<file path="src/rtl/dual_acc_pkg.sv">
package dual_acc_pkg;

  localparam int DEF_WORD_W  = 16;
  localparam int DEF_GUARD_W = 8;

  typedef enum logic [2:0] {
    OP_ADD  = 3'd0,
    OP_SUB  = 3'd1,
    OP_AND  = 3'd2,
    OP_OR   = 3'd3,
    OP_XOR  = 3'd4,
    OP_MOVE = 3'd5,
    OP_RSV6 = 3'd6,
    OP_RSV7 = 3'd7
  } aluOp_e;

  typedef enum logic [2:0] {
    SRC_IMM   = 3'd0,
    SRC_MEM16 = 3'd1,
    SRC_TREG  = 3'd2,
    SRC_PAIR  = 3'd3,
    SRC_MEM32 = 3'd4,
    SRC_ACCA  = 3'd5,
    SRC_ACCB  = 3'd6,
    SRC_NONE  = 3'd7
  } srcSel_e;

  typedef enum logic [2:0] {
    FLD_FULL  = 3'd0,
    FLD_WORD  = 3'd1,
    FLD_HIGH  = 3'd2,
    FLD_LOW   = 3'd3,
    FLD_GUARD = 3'd4,
    FLD_RSV5  = 3'd5,
    FLD_RSV6  = 3'd6,
    FLD_RSV7  = 3'd7
  } field_e;

  typedef enum logic [1:0] {
    KIND_NONE   = 2'd0,
    KIND_NARROW = 2'd1,
    KIND_WIDE   = 2'd2,
    KIND_ACC    = 2'd3
  } opKind_e;

  // Strobes from control to datapath
  typedef struct packed {
    logic [1:0] accWr;
    logic       guardWr;
    logic       highWr;
    logic       lowWr;
    logic       split;
    aluOp_e     op;
  } strobe_t;

endpackage

</file>
<file path="src/rtl/acc_alu_ctrl.sv">
module acc_alu_ctrl
  import dual_acc_pkg::*;
(
  input  logic       wrEn,
  input  logic [2:0] aluOp,
  input  logic       dstSel,
  input  logic [2:0] fieldSel,
  input  logic       splitMode,
  output strobe_t    strobe
);

  logic opLegal;
  logic fieldLegal;
  logic commit;

  assign opLegal    = (aluOp <= 3'd5);
  assign fieldLegal = (fieldSel <= 3'd4);
  assign commit     = wrEn && opLegal && (splitMode || fieldLegal);

  always_comb begin
    strobe.op      = aluOp_e'(aluOp);
    strobe.split   = splitMode;
    strobe.accWr   = 2'b00;
    strobe.guardWr = 1'b0;
    strobe.highWr  = 1'b0;
    strobe.lowWr   = 1'b0;
    if (commit) begin
      strobe.accWr = dstSel ? 2'b10 : 2'b01;
    end
    if (splitMode) begin
      strobe.highWr = 1'b1;
      strobe.lowWr  = 1'b1;
    end else begin
      case (field_e'(fieldSel))
        FLD_FULL: begin
          strobe.guardWr = 1'b1;
          strobe.highWr  = 1'b1;
          strobe.lowWr   = 1'b1;
        end
        FLD_WORD: begin
          strobe.highWr = 1'b1;
          strobe.lowWr  = 1'b1;
        end
        FLD_HIGH:  strobe.highWr  = 1'b1;
        FLD_LOW:   strobe.lowWr   = 1'b1;
        FLD_GUARD: strobe.guardWr = 1'b1;
        default: begin
          strobe.guardWr = 1'b0;
        end
      endcase
    end
  end

endmodule

</file>
<file path="src/rtl/acc_field_reg.sv">
module acc_field_reg
  import dual_acc_pkg::*;
#(
  parameter int WORD_W  = DEF_WORD_W,
  parameter int GUARD_W = DEF_GUARD_W
) (
  input  logic                              clk,
  input  logic                              rstN,
  input  logic                              wrEn,
  input  logic                              guardWr,
  input  logic                              highWr,
  input  logic                              lowWr,
  input  logic [GUARD_W+2*WORD_W-1:0]       dIn,
  output logic [GUARD_W+2*WORD_W-1:0]       qOut
);

  localparam int DBL_W = 2 * WORD_W;
  localparam int ACC_W = GUARD_W + DBL_W;

  always_ff @(posedge clk or negedge rstN) begin
    if (!rstN) begin
      qOut <= '0;
    end else if (wrEn) begin
      if (guardWr) qOut[ACC_W-1:DBL_W]  <= dIn[ACC_W-1:DBL_W];
      if (highWr)  qOut[DBL_W-1:WORD_W] <= dIn[DBL_W-1:WORD_W];
      if (lowWr)   qOut[WORD_W-1:0]     <= dIn[WORD_W-1:0];
    end
  end

endmodule

</file>
<file path="src/rtl/acc_alu_dp.sv">
module acc_alu_dp
  import dual_acc_pkg::*;
#(
  parameter int WORD_W  = DEF_WORD_W,
  parameter int GUARD_W = DEF_GUARD_W
) (
  input  logic                         clk,
  input  logic                         rstN,
  input  strobe_t                      strobe,
  input  logic [2:0]                   srcSel,
  input  logic                         dstSel,
  input  logic                         signExt,
  input  logic [WORD_W-1:0]            immVal,
  input  logic [WORD_W-1:0]            memWord,
  input  logic [WORD_W-1:0]            tempReg,
  input  logic [WORD_W-1:0]            pairHi,
  input  logic [WORD_W-1:0]            pairLo,
  input  logic [2*WORD_W-1:0]          memLong,
  input  logic                         rdSel,
  input  logic [2:0]                   rdField,
  output logic [GUARD_W+2*WORD_W-1:0]  accA,
  output logic [GUARD_W+2*WORD_W-1:0]  accB,
  output logic [GUARD_W+2*WORD_W-1:0]  rdData
);

  localparam int DBL_W  = 2 * WORD_W;
  localparam int ACC_W  = GUARD_W + DBL_W;
  localparam int EXT_N  = ACC_W - WORD_W;
  localparam int LANE_N = 2;

  logic [ACC_W-1:0]             accQ [LANE_N];
  logic [ACC_W-1:0]             dstVal;
  logic [ACC_W-1:0]             accOpnd;
  logic [ACC_W-1:0]             opndFull;
  logic [ACC_W-1:0]             fullRes;
  logic [ACC_W-1:0]             resVal;
  logic [ACC_W-1:0]             rdSrc;
  logic [WORD_W-1:0]            narrowVal;
  logic [DBL_W-1:0]             wideVal;
  opKind_e                      opKind;
  logic [LANE_N-1:0][WORD_W-1:0] laneOpnd;
  logic [LANE_N-1:0][WORD_W-1:0] laneDst;
  logic [LANE_N-1:0][WORD_W-1:0] laneRes;

  function automatic logic [ACC_W-1:0] fullAlu(aluOp_e op, logic [ACC_W-1:0] a,
                                               logic [ACC_W-1:0] b);
    case (op)
      OP_ADD:  return a + b;
      OP_SUB:  return a - b;
      OP_AND:  return a & b;
      OP_OR:   return a | b;
      OP_XOR:  return a ^ b;
      default: return b;
    endcase
  endfunction

  function automatic logic [WORD_W-1:0] laneAlu(aluOp_e op, logic [WORD_W-1:0] a,
                                                logic [WORD_W-1:0] b);
    case (op)
      OP_ADD:  return a + b;
      OP_SUB:  return a - b;
      OP_AND:  return a & b;
      OP_OR:   return a | b;
      OP_XOR:  return a ^ b;
      default: return b;
    endcase
  endfunction

  // Source selection
  always_comb begin
    narrowVal = '0;
    wideVal   = '0;
    accOpnd   = '0;
    opKind    = KIND_NONE;
    case (srcSel_e'(srcSel))
      SRC_IMM:   begin narrowVal = immVal;  opKind = KIND_NARROW; end
      SRC_MEM16: begin narrowVal = memWord; opKind = KIND_NARROW; end
      SRC_TREG:  begin narrowVal = tempReg; opKind = KIND_NARROW; end
      SRC_PAIR:  begin wideVal = {pairHi, pairLo}; opKind = KIND_WIDE; end
      SRC_MEM32: begin wideVal = memLong; opKind = KIND_WIDE; end
      SRC_ACCA:  begin accOpnd = accQ[0]; opKind = KIND_ACC; end
      SRC_ACCB:  begin accOpnd = accQ[1]; opKind = KIND_ACC; end
      default:   opKind = KIND_NONE;
    endcase
  end

  // Operand shaping: full width and per-lane halves
  always_comb begin
    case (opKind)
      KIND_NARROW: begin
        opndFull    = {{EXT_N{signExt & narrowVal[WORD_W-1]}}, narrowVal};
        laneOpnd[1] = narrowVal;
        laneOpnd[0] = narrowVal;
      end
      KIND_WIDE: begin
        opndFull    = {{GUARD_W{signExt & wideVal[DBL_W-1]}}, wideVal};
        laneOpnd[1] = wideVal[DBL_W-1:WORD_W];
        laneOpnd[0] = wideVal[WORD_W-1:0];
      end
      KIND_ACC: begin
        opndFull    = accOpnd;
        laneOpnd[1] = accOpnd[DBL_W-1:WORD_W];
        laneOpnd[0] = accOpnd[WORD_W-1:0];
      end
      default: begin
        opndFull = '0;
        laneOpnd = '0;
      end
    endcase
  end

  assign dstVal  = dstSel ? accQ[1] : accQ[0];
  assign fullRes = fullAlu(strobe.op, dstVal, opndFull);

  // Two independent 16-bit lanes for split mode
  for (genvar l = 0; l < LANE_N; l++) begin : gLane
    assign laneDst[l] = dstVal[l*WORD_W +: WORD_W];
    assign laneRes[l] = laneAlu(strobe.op, laneDst[l], laneOpnd[l]);
  end

  assign resVal = strobe.split ? {dstVal[ACC_W-1:DBL_W], laneRes} : fullRes;

  // Accumulator storage
  for (genvar a = 0; a < LANE_N; a++) begin : gAcc
    acc_field_reg #(.WORD_W(WORD_W), .GUARD_W(GUARD_W)) uReg (
      .clk     (clk),
      .rstN    (rstN),
      .wrEn    (strobe.accWr[a]),
      .guardWr (strobe.guardWr),
      .highWr  (strobe.highWr),
      .lowWr   (strobe.lowWr),
      .dIn     (resVal),
      .qOut    (accQ[a])
    );
  end

  assign accA = accQ[0];
  assign accB = accQ[1];

  // Field read port
  assign rdSrc = rdSel ? accQ[1] : accQ[0];

  always_comb begin
    case (field_e'(rdField))
      FLD_FULL:  rdData = rdSrc;
      FLD_WORD:  rdData = {{GUARD_W{1'b0}}, rdSrc[DBL_W-1:0]};
      FLD_HIGH:  rdData = {{EXT_N{1'b0}}, rdSrc[DBL_W-1:WORD_W]};
      FLD_LOW:   rdData = {{EXT_N{1'b0}}, rdSrc[WORD_W-1:0]};
      FLD_GUARD: rdData = {{DBL_W{1'b0}}, rdSrc[ACC_W-1:DBL_W]};
      default:   rdData = '0;
    endcase
  end

endmodule

</file>
<file path="src/rtl/dual_acc_alu.sv">
module dual_acc_alu
  import dual_acc_pkg::*;
#(
  parameter int WORD_W  = DEF_WORD_W,
  parameter int GUARD_W = DEF_GUARD_W
) (
  input  logic                         clk,
  input  logic                         rstN,
  input  logic                         wrEn,
  input  logic [2:0]                   aluOp,
  input  logic [2:0]                   srcSel,
  input  logic                         dstSel,
  input  logic [2:0]                   fieldSel,
  input  logic                         splitMode,
  input  logic                         signExt,
  input  logic [WORD_W-1:0]            immVal,
  input  logic [WORD_W-1:0]            memWord,
  input  logic [WORD_W-1:0]            tempReg,
  input  logic [WORD_W-1:0]            pairHi,
  input  logic [WORD_W-1:0]            pairLo,
  input  logic [2*WORD_W-1:0]          memLong,
  input  logic                         rdSel,
  input  logic [2:0]                   rdField,
  output logic [GUARD_W+2*WORD_W-1:0]  accA,
  output logic [GUARD_W+2*WORD_W-1:0]  accB,
  output logic [GUARD_W+2*WORD_W-1:0]  rdData
);

  strobe_t strobe;

  acc_alu_ctrl uCtrl (
    .wrEn      (wrEn),
    .aluOp     (aluOp),
    .dstSel    (dstSel),
    .fieldSel  (fieldSel),
    .splitMode (splitMode),
    .strobe    (strobe)
  );

  acc_alu_dp #(.WORD_W(WORD_W), .GUARD_W(GUARD_W)) uDp (
    .clk     (clk),
    .rstN    (rstN),
    .strobe  (strobe),
    .srcSel  (srcSel),
    .dstSel  (dstSel),
    .signExt (signExt),
    .immVal  (immVal),
    .memWord (memWord),
    .tempReg (tempReg),
    .pairHi  (pairHi),
    .pairLo  (pairLo),
    .memLong (memLong),
    .rdSel   (rdSel),
    .rdField (rdField),
    .accA    (accA),
    .accB    (accB),
    .rdData  (rdData)
  );

endmodule

</file>
<file path="config.mk">
export PLATFORM = sky130hd
export DESIGN_NAME = dual_acc_alu
export DESIGN_NICKNAME = d
export VERILOG_FILES = /design/src/rtl/dual_acc_pkg.sv /design/src/rtl/acc_alu_ctrl.sv /design/src/rtl/acc_field_reg.sv /design/src/rtl/acc_alu_dp.sv /design/src/rtl/dual_acc_alu.sv
export SDC_FILE = /design/constraint.sdc
export NUM_CORES = 1
export LEC_CHECK = 0
export CORE_AREA = 2 2 179 181
export CTS_CLUSTER_SIZE = 20
export DETAILED_ROUTE_END_ITERATION = 12
export DIE_AREA = 0 0 181 183
export HOLD_SLACK_MARGIN = 0.12
export PLACE_DENSITY_LB_ADDON = 0.08
export SLEW_MARGIN = 20
export SYNTH_ARGS = -nofsm -noshare
export SYNTH_HDL_FRONTEND = slang
export SYNTH_SLANG_ARGS = --single-unit
</file>
<file path="constraint.sdc">
create_clock -name clk -period 11.8 [get_ports clk]
set_input_delay 2.36 -clock clk [delete_from_list [all_inputs] [get_ports clk]]
set_output_delay 2.36 -clock clk [all_outputs]
set_load 0.005 [all_outputs]
</file>
==> qor.csv <==
stage,metric,value,unit
sta,Final setup viols,0,
worst_setup_path,CP startpoint kind,input pin,
detailed_routing,DR vias/cell,6.65,
detailed_routing,routed wire length,67500,um
final_layout,"Most flops, register",uDp.gAcc.uReg.qOut,
logic_synthesis,most numerous cell in the Yosys netlist,ha_1,
worst_setup_path,nature of the critical path endpoint,flip-flop,
clock_network,Max Buffers Root-to-Sink,2,
floorplanning,# IOs,251,
clock_network,worst skew pair latency,370,ps
power_and_ir_drop,Power Density,171,nW/um^2
floorplanning,core area,31200,sq um
sta,Sum Neg Setup Slack,0,ps
final_layout,nets@finish,2355,
final_layout,share of layout cells above drive strength 1,0.0825,
clock_network,H-tree depth,3,
worst_setup_path,worst setup path class,input pin to flip-flop,
sta,Slew @ Worst Pin,1050,ps
min_path,worst hold path cell count,2,
detailed_routing,met3 routed WL,7860,um
worst_setup_path,Worst EP arrival,9100,ps
detailed_routing,met2 wire len,28400,um
sta,Tcrit/Tclk final,0.751,
logic_synthesis,Post-synth EDFFs,0,
logic_synthesis,"FF+latch count, synth",80,
detailed_routing,initial DRC count,2391,
clock_network,"Hold-fix buffers, CTS",0,
clock_network,CTS root buffer,clkbuf_16,
global_route,vias in the first global route,15200,
sta,Tmin final,8860,ps
sta,fin. max-slew vios,0,
sta,highest clock rate,0.113,GHz
final_layout,Area Growth Syn to Fin,19.9,%
detailed_routing,total number of vias,16400,
detailed_routing,post-route ant nets,0,
place,global placer's final weighted congestion,1.02,
logic_synthesis,top post-synthesis cells by count,"ha_1, a21oi_1, nor2_1",
power_and_ir_drop,Leak Pwr,0.00747,uW
logic_synthesis,post-synth net total,2200,
place,Placed Cells,2446,
place,DPL Wire Length,52300,um
sta,RSZ-0062 raised after global routing,false,
detailed_routing,top sig layer,met5,
clock_network,clk slew on worst S/H paths,70,ps
final_layout,max FFs per register,80,
sta,"Hold Vio Cnt, Final",0,
clock_network,post-CTS setup buffers,0,
logic_synthesis,post-synth top area share,0.144,
worst_setup_path,"critical path fanouts, max",48,
logic_synthesis,dominant cell type by area after synthesis,ha_1,
logic_synthesis,count of unique library cells instantiated by Yosys,98,
floorplanning,die width,181,um
min_path,Min-Delay Path Class,flip-flop to flip-flop,
global_route,antenna violations before repair,1,
job,Max-Cap Viols,0,
clock_network,CTS tree,built,
detailed_routing,Detailed Routing Iterations Pass 1,9,
sta,clk_skew,8.29,ps
global_route,largest net degree at the start of global routing,65,
floorplanning,Die Y,183,um
detailed_routing,Post-Route M1 WL,28300,um
logic_synthesis,Syn. warnings,0,
floorplanning,Starting Density,0.464,
floorplanning,# rows,65,
clock_network,# clock sinks,80,
sta,Max-slew headroom,0.291,
clock_network,post-cts resize count,0,
logic_synthesis,sequential area share after synthesis,0.138,
final_layout,final antenna diode count,0,
global_route,first-pass GRT wire length,99200,um
clock_network,CTS Buf Count,9,
logic_synthesis,"Async S/R FF share, synth",1.00,
logic_synthesis,Syn Std Cell Area,14500,sq um
logic_synthesis,synth top area cells,"ha_1, dfrtp_1, mux2_2",
logic_synthesis,"Top FF cell, synth",dfrtp_1,
place,input/output buffers,250,
logic_synthesis,syn avg cell area,7.63,sq um
status,status,"finished, final reports clean",
worst_setup_path,CP required,12040,ps
floorplanning,die area,33100,sq um
global_route,grt ovf,0,
detailed_routing,Wirelength per Cell,27.4,um
detailed_routing,# DRC,0,
power_and_ir_drop,Peak VDD IR,0.121,mV
final_layout,top flop regs,uDp.gAcc.uReg.qOut x80,
final_layout,"Cell Count, Final, Fillers Out",2462,
worst_setup_path,R2R depth,17,
logic_synthesis,Syn Inst Count,1900,
global_route,gr usage total,0.397,
## critical path: stages
cell	delay (ps)
buf_4	470
buf_4	540
and3b_1	700
a22oi_1	210
o211a_1	260
ha_1	250
and3_1	200
nand2_1	100
nor2_1	90
a31oi_1	230
xnor2_1	100
ha_1	380
a211oi_1	240
nor2_1	100
o41ai_1	720
nor3b_1	440
a211oi_1	210
o32ai_1	600
o21bai_1	220
and3_1	220
or3_1	370
## cell type report
type,instances,area (sq um)
fillers,3032,13800
multi-input cells,1569,11500
repair buffers,276,2670
flip-flops and latches,80,2000
well taps,402,503
inverters,119,447
clock buffers,9,225
clock inverters,7,86.3
## metrics by stage
stage / power (uW) / setup slack (ps) / instance area [sq um] / util / hold WS [ps]
3_3_place_gp: 2560 / 2870 / 17100 / 0.547 / 569
5_1_grt: 3180 / 2490 / 17400 / 0.557 / 645
6_report: 2980 / 2940 / 17400 / 0.557 / 611
4_1_cts: 2920 / 3110 / 17400 / 0.557 / 603
2_1_floorplan: 1780 / 4640 / 14500 / - / 521
3_5_place_dp: 2590 / 2780 / 17100 / 0.547 / 587
## power by group
part	internal, uW	switching (uW)	total (uW)
Sequential	363	208	572
Combinational	907	1190	2090
Clock	170	147	317
Total	1440	1540	2980
## cells by family (layout without fill, tap and decap cells)
| family | count (synthesis) | count (layout) | synth area share |
|---|---|---|---|
| buffers and inverters | 251 | 411 | 0.0738 |
| muxes | 150 | 150 | 0.110 |
| AOI/OAI and AO/OA | 648 | 648 | 0.300 |
| and+or+nand+nor | 530 | 530 | 0.188 |
| xor gates and xnor gates | 72 | 72 | 0.0435 |
| DFF | 80 | 80 | 0.138 |
| adders and majority gates | 169 | 169 | 0.147 |
## final timing paths
check                                     startpoint                         to  slack (ps)
max                                        srcSel[1]  uDp.gAcc[1].uReg.qOut[37]        2940
min                         uDp.gAcc[1].uReg.qOut[2]   uDp.gAcc[1].uReg.qOut[2]         610
max reg2reg                uDp.gAcc[1].uReg.qOut[10]  uDp.gAcc[0].uReg.qOut[26]        5780
min reg2reg                 uDp.gAcc[1].uReg.qOut[2]   uDp.gAcc[1].uReg.qOut[2]         610
max in group asynchronous                       rstN  uDp.gAcc[0].uReg.qOut[28]        8750
min in group asynchronous                       rstN   uDp.gAcc[1].uReg.qOut[2]        1890
## routing by layer
| layer | track usage | vias up |
|---|---|---|
| li1 | - | 7357 |
| met1 | 0.547 | 7803 |
| met2 | 0.593 | 1057 |
| met3 | 0.0985 | 151 |
| met4 | 0.165 | 2 |
| met5 | 0 | - |
## placed cells by master (no fill, tap or decap), types with 73 or more instances in the layout
master | synthesis | final
nor2_1 | 160 | 157
nand2_1 | 133 | 133
ha_1 | 167 | 167
clkdlybuf4s50_1 | 0 | 241
mux2i_1 | 77 | 77
a21oi_1 | 161 | 161
o21ai_0 | 93 | 93
mux2_2 | 73 | 73
dfrtp_1 | 80 | 80
inv_1 | 117 | 117
Power figures use the tool's default switching activity.
